<file path="src/rtl/fracn_ratio_mod.sv">
module fracn_ratio_mod #(
  parameter int INT_W  = 7,
  parameter int FRAC_W = 18
) (
  input  logic              clk,
  input  logic              rst_n,
  input  logic              step,
  input  logic              int_only,
  input  logic [INT_W-1:0]  int_part,
  input  logic [FRAC_W-1:0] frac_part,
  output logic [INT_W:0]    div_val,
  output logic              div_vld
);
  localparam int ACC_W = FRAC_W + 1;

  logic [ACC_W-1:0] acc1, acc2, acc3;
  logic             c2_d1, c3_d1, c3_d2;

  logic [ACC_W-1:0] x_in;
  logic [ACC_W:0]   sum1, sum2, sum3;
  logic             c1, c2, c3;
  logic signed [3:0] corr;
  logic [INT_W:0]   div_next;

  assign x_in = {frac_part, 1'b1};
  assign sum1 = {1'b0, acc1} + {1'b0, x_in};
  assign sum2 = {1'b0, acc2} + {1'b0, sum1[ACC_W-1:0]};
  assign sum3 = {1'b0, acc3} + {1'b0, sum2[ACC_W-1:0]};
  assign c1   = sum1[ACC_W];
  assign c2   = sum2[ACC_W];
  assign c3   = sum3[ACC_W];

  assign corr = $signed({3'b000, c1}) + $signed({3'b000, c2}) + $signed({3'b000, c3})
              + $signed({3'b000, c3_d2}) - $signed({3'b000, c2_d1})
              - $signed({2'b00, c3_d1, 1'b0});

  assign div_next = {1'b0, int_part} + {{(INT_W-3){corr[3]}}, corr};

  always_ff @(posedge clk) begin
    if (!rst_n) begin
      acc1    <= '0;
      acc2    <= '0;
      acc3    <= '0;
      c2_d1   <= 1'b0;
      c3_d1   <= 1'b0;
      c3_d2   <= 1'b0;
      div_val <= '0;
      div_vld <= 1'b0;
    end else begin
      div_vld <= step;
      if (step) begin
        if (int_only) begin
          div_val <= {1'b0, int_part};
        end else begin
          acc1    <= sum1[ACC_W-1:0];
          acc2    <= sum2[ACC_W-1:0];
          acc3    <= sum3[ACC_W-1:0];
          c2_d1   <= c2;
          c3_d1   <= c3;
          c3_d2   <= c3_d1;
          div_val <= div_next;
        end
      end
    end
  end
endmodule

</file>
<file path="config.mk">
export PLATFORM = sky130hd
export DESIGN_NAME = fracn_ratio_mod
export DESIGN_NICKNAME = d
export VERILOG_FILES = /design/src/rtl/fracn_ratio_mod.sv
export SDC_FILE = /design/constraint.sdc
export NUM_CORES = 1
export LEC_CHECK = 0
export ABC_AREA = 1
export ABC_CLOCK_PERIOD_IN_PS = 6400
export BUFFER_PORTS_ARGS = -buffer_cell sky130_fd_sc_hd__buf_2
export CORE_MARGIN = 5
export CORE_UTILIZATION = 57
export DETAILED_ROUTE_END_ITERATION = 10
export PLACE_DENSITY = 0.76
export SLEW_MARGIN = 10
export SYNTH_ARGS = -nofsm -noshare
export SYNTH_HDL_FRONTEND = slang
export SYNTH_SLANG_ARGS = --single-unit
</file>
<file path="constraint.sdc">
create_clock -name clk -period 6.4 [get_ports clk]
set_input_delay 0.96 -clock clk [delete_from_list [all_inputs] [get_ports clk]]
set_output_delay 0.96 -clock clk [all_outputs]
set_load 0.03 [all_outputs]
</file>
# Word level (Yosys, flattened, before mapping)
# Cells that the tools add are included.
[word_totals]
register_bits = 69
output_inout_bits = 9
[classes]
add_sub_neg = 9
muxes = 1
bitwise_logic = 1
n_reduce_logical = 1
[op_table]
columns = ["cell", "count"]
rows = [
  ["$add 19x19->20", 3],
  ["$add 7x8->8", 1],
  ["$mux 8", 1],
  ["$add 3x1->4", 1],
  ["$sub 4x2->4", 1],
  ["$sub 4x3->4", 1],
  ["$add 2x1->3", 1],
  ["$add 1x1->2", 1],
  ["$reduce_and 2->1", 1],
  ["$not 1->1", 1],
]

# Logic depth before layout (Yosys ltp)
[logic_depth]
ltp_word = 9
depth_mapped = 41
depth_no_buf = 41

# Least setup slack after synthesis
# No wires, ideal clock.
[synth_timing]
kind = "in2reg"
start = "input frac_part[0]"
end = "register div_val[6]"
setup_time_ns = 0.132
t_arrival_ns = 6.102
required_ns = 6.268
slack_ns = 0.166
path_stages = 35
cell_sequence = "inv_1 > fa_1 > inv_1 > nand3_1 > nand3_1 > nand2_1 > nand2_1 > xor2_1 > ha_1 > nand2_1 > inv_1 > a21oi_1 > nand3_2 > nand2_1 > nand2_1 > nand2_1 > nand2_1 > ha_1 > nand2_1 > nor2_1 > inv_1 > nor4_1 > nand2_1 > and2_1 > fa_1 > inv_1 > ha_1 > fa_1 > fa_1 > nand3_1 > nand2_1 > nand3_1 > a21oi_1 > o21ai_0 > a21oi_1"
[synth_between]
elab_chain_len = 9
word_cells_on_any_way = 10
classes_between = "add/sub (9); mux (1)"
[synth_lines]
columns = ["element", "line_no", "text"]
rows = [
  ["start, declared", "10", "input logic [FRAC_W-1:0] frac_part,"],
  ["$add 19x19->20", "26", "assign sum1 = {1'b0, acc1} + {1'b0, x_in};"],
  ["net sum1[8]", "20", "logic [ACC_W:0] sum1, sum2, sum3;"],
  ["$add 19x19->20", "27", "assign sum2 = {1'b0, acc2} + {1'b0, sum1[ACC_W-1:0]};"],
  ["net sum2[13]", "20", ""],
  ["$add 19x19->20", "28", "assign sum3 = {1'b0, acc3} + {1'b0, sum2[ACC_W-1:0]};"],
  ["$add 2x1->3", "33", "assign corr = $signed({3'b000, c1}) + $signed({3'b000, c2}) + $signed({3'b000, c3})"],
  ["$add 3x1->4", "34", "+ $signed({3'b000, c3_d2}) - $signed({3'b000, c2_d1})"],
  ["$sub 4x2->4", "34", ""],
  ["$sub 4x3->4", "35", "- $signed({2'b00, c3_d1, 1'b0});"],
  ["$add 7x8->8", "37", "assign div_next = {1'b0, int_part} + {{(INT_W-3){corr[3]}}, corr};"],
  ["$mux 8", "52", "if (int_only) begin"],
  ["end signal, assigned", "53", "div_val <= {1'b0, int_part};"],
  ["end signal, assigned", "61", "div_val <= div_next;"],
  ["end, declared", "11", "output logic [INT_W:0] div_val,"],
]
# The timed path passes the listed nets, and every way through them passes these cells.
# A chain may end at the register's enable or synchronous reset.

# Worst setup path in the final report
[layout_timing]
start = "input frac_part[0]"
end = "register div_val[3]"
# The elaborated chain is that of the path after synthesis.

==> impl_metrics.yaml <==
run_status:
  status: "completed"
worst_setup_path:
  crit_fanout: 5
  crit_path_end_kind: "register"
  crit_top_cell: "nand2_1"
  critPathSlowestCell: "fa_1"
  cp_data_arrival_time_ps: 6580
  crit_type: "in2reg"
  cp.required_ps: 6700
  setup.worst_path.start_class: "input port"
  cpPeakStageDelay_ps: 510
placed_design:
  port_buffers: 37
  place_hpwl_um: 12400
  place_congestion: 0.970
floorplan:
  dieArea_sq_um: 13300
  row_count: 38
  num_io_pins: 38
  die_w_um: 115
  start_util: 0.581
  core_area_sq_um: 10800
  die_h_um: 115
cts:
  clk_latency_ps: 380
  htreeDepth: 3
  clockBufferDepth: 2
  cts_sinks: 69
  clock-root-buffer: "clkbuf_8"
  cts_tree: "yes"
  cts_made_buffers: 9
  cts-hold-fix-buffers: 0
  path_clk_slew_ps: 80
sta:
  fin_worst_skew_ps: 14.1
  worst_pin_slew_ps: 928
  maxSlewHeadroom: 0.381
  finalSetupViolCount: 0
  finalCritPeriodShare: 0.981
  fmax_mhz: 159
  hold_viol_final: 0
  slew_viol_final: 0
  fin_crit_ps: 6280
  fin_tns_setup_ps: 0
pwr:
  seqPwrFrac: 0.201
  switchingPower_mw: 1.05
  p_per_area_nw_per_um2: 295
  finalPower_mw: 2.51
  leakage_nw: 4.62
  switching_share: 0.417
  power.share.combinational: 0.609
  ir_worst_vdd_v: 0.000241
  clockPowerShare: 0.190
  internal-power_mw: 1.46
route:
  num_vias: 6921
  wirelength_um: 17800
  drc: 0
  via_per_inst: 5.17
  drt_iter0_markers: 421
  post_drt_wl_per_cell_um: 13.3
  drt_pre_antenna_iters: 5
  antenna_left: 0
flow_run:
  maxCapViolCount: 0
yosys:
  async_flop_share: 0
  synth_common_cells: "nand2_1 (271), nor2_1 (166), inv_1 (149)"
  synthTopCellsByArea: "dfxtp_1 (22%), nand2_1 (16%), ha_1 (14%)"
  synth_nets: 1142
  ys_seq_elements: 69
  yosysWarnings: 0
  yosysMostFrequentCell: "nand2_1"
  synth_cells: 1038
  synth_edf_count: 0
  synth_cell_types: 33
  synth_area_sq_um: 6300
  ys_seq_area_frac: 0.219
  avgSynthCellArea_sq_um: 6.07
  yosysTopAreaCell: "dfxtp_1"
  synthFlopType: "dfxtp_1"
  synth_top_area_share: 0.219
finish:
  num_antenna_cells: 0
  post-route-util: 0.785
  syn2layout_area_growth_pct: 35.0
  fin_nets: 1297
  multi_input_area_sq_um: 4980
  drive_gt1_frac: 0.261
  seq_area_sq_um: 1380
  fill_cells: 819
grt:
  grt_pass1_wl_um: 27200
  grt_max_degree: 91
  globalRoute.totalOverflow: 0
  grt_pass1_vias: 6310
  antenna_found_initial: 0
  track_usage: 0.252
worst_hold_path:
  hold_path.class: "reg2reg"
through the flow:
stage / cells / hold WS, ps / area (sq um) / setup WS [ps]
finish: 1338 / 464 / 8510 / 121
detailed placement: 1319 / 453 / 7500 / -364
global route: 1338 / 490 / 8510 / -179
CTS: 1335 / 466 / 7760 / 13.2
floorplan: 1038 / 474 / 6300 / 166
global placement: 1319 / 449 / 7500 / -256
cells in the final DEF, fill, tap and decap left out, types with 2 or more instances in the layout:
| cell type | netlist | final |
|---|---|---|
| a21oi_1 | 80 | 56 |
| a21oi_2 | 1 | 25 |
| and2_1 | 7 | 6 |
| buf_2 | 10 | 37 |
| buf_4 | 0 | 128 |
| bufinv_16 | 0 | 3 |
| clkbuf_8 | 0 | 12 |
| dfxtp_1 | 69 | 69 |
| fa_1 | 7 | 5 |
| fa_2 | 0 | 2 |
| ha_1 | 68 | 39 |
| ha_4 | 0 | 28 |
| inv_1 | 149 | 145 |
| inv_2 | 2 | 6 |
| nand2_1 | 271 | 239 |
| nand2_2 | 2 | 31 |
| nand2_4 | 0 | 3 |
| nand3_1 | 85 | 81 |
| nand3_2 | 6 | 9 |
| nand4_1 | 2 | 2 |
| nor2_1 | 166 | 154 |
| nor2_2 | 0 | 12 |
| nor3_1 | 8 | 6 |
| nor3_2 | 0 | 2 |
| o21ai_0 | 53 | 51 |
| o21ai_1 | 3 | 4 |
| o31ai_1 | 3 | 2 |
| xnor2_1 | 10 | 8 |
| xnor2_2 | 0 | 2 |
| xor2_1 | 17 | 12 |
| xor2_2 | 1 | 3 |
| xor2_4 | 0 | 3 |
flip-flops by register name (all words and copies together), names as in the netlist:
register and cells:
acc1 19, acc3 19, div_vld 1, c3_d2 1, div_val 8, acc2 19, c3_d1 1, c2_d1 1
power groups by stage:
| stage | registers [mW] | clock network (mW) | logic, mW |
|---|---|---|---|
| after floorplan | 0.512 | 0 | 0.791 |
| after global placement | 0.505 | 0 | 1.27 |
| after detailed placement | 0.506 | 0 | 1.30 |
| after CTS | 0.496 | 0.479 | 1.31 |
| after global routing | 0.510 | 0.498 | 1.69 |
| final | 0.504 | 0.476 | 1.53 |
timing repair:
item                       CTS  global route
resized for setup            1           135
buffers inserted             0             3
hold endpoints to repair     0             0
pin swaps                    0            26
setup endpoints to repair    2             7
worst paths after layout:
check | to | slack [ps] | from | cells past startpoint
setup / recovery | div_val[3] | 120 | frac_part[0] | 36
hold / removal | div_val[1] | 460 | div_val[1] | 2
setup reg to reg | div_val[3] | 230 | acc1[0] | 35
hold reg to reg | div_val[1] | 460 | div_val[1] | 2
kinds of logic after synthesis:
| logic type | Yosys count | synth area share |
|---|---|---|
| buffers and inverters | 173 | 0.107 |
| AOI/OAI and AO/OA | 143 | 0.117 |
| DFF | 69 | 0.219 |
| adders and majority gates | 75 | 0.157 |
| and+or+nand+nor | 550 | 0.360 |
| xor gates and xnor gates | 28 | 0.0401 |
layout make-up:
cell class,instances,share of cell area
repair buffers,165,0.135
well taps,140,0.0206
clock inverters,3,0.0106
multi-input cells,796,0.585
inverters,152,0.0670
flip-flops and latches,69,0.162
clock buffers,13,0.0198
worst max-delay path, delay by kind of cell:
kind / cells / cell delay [ps]
adders and majority gates: 7 / 2390
and+or+nand+nor: 15 / 1630
buffers and inverters: 9 / 770
xor gates and xnor gates: 3 / 490
AOI/OAI and AO/OA: 2 / 310
per-layer routing:
layer,GRT usage,share of wire,wire length (um),vias to the layer above
met4,0.0978,0.026,464,0
met2,0.428,0.48,8490,131
met3,0.0274,0.041,729,31
met1,0.328,0.46,8090,3152
li1,-,-,-,3607
met5,0,0,0,-
(Power assumes the default switching activity.)
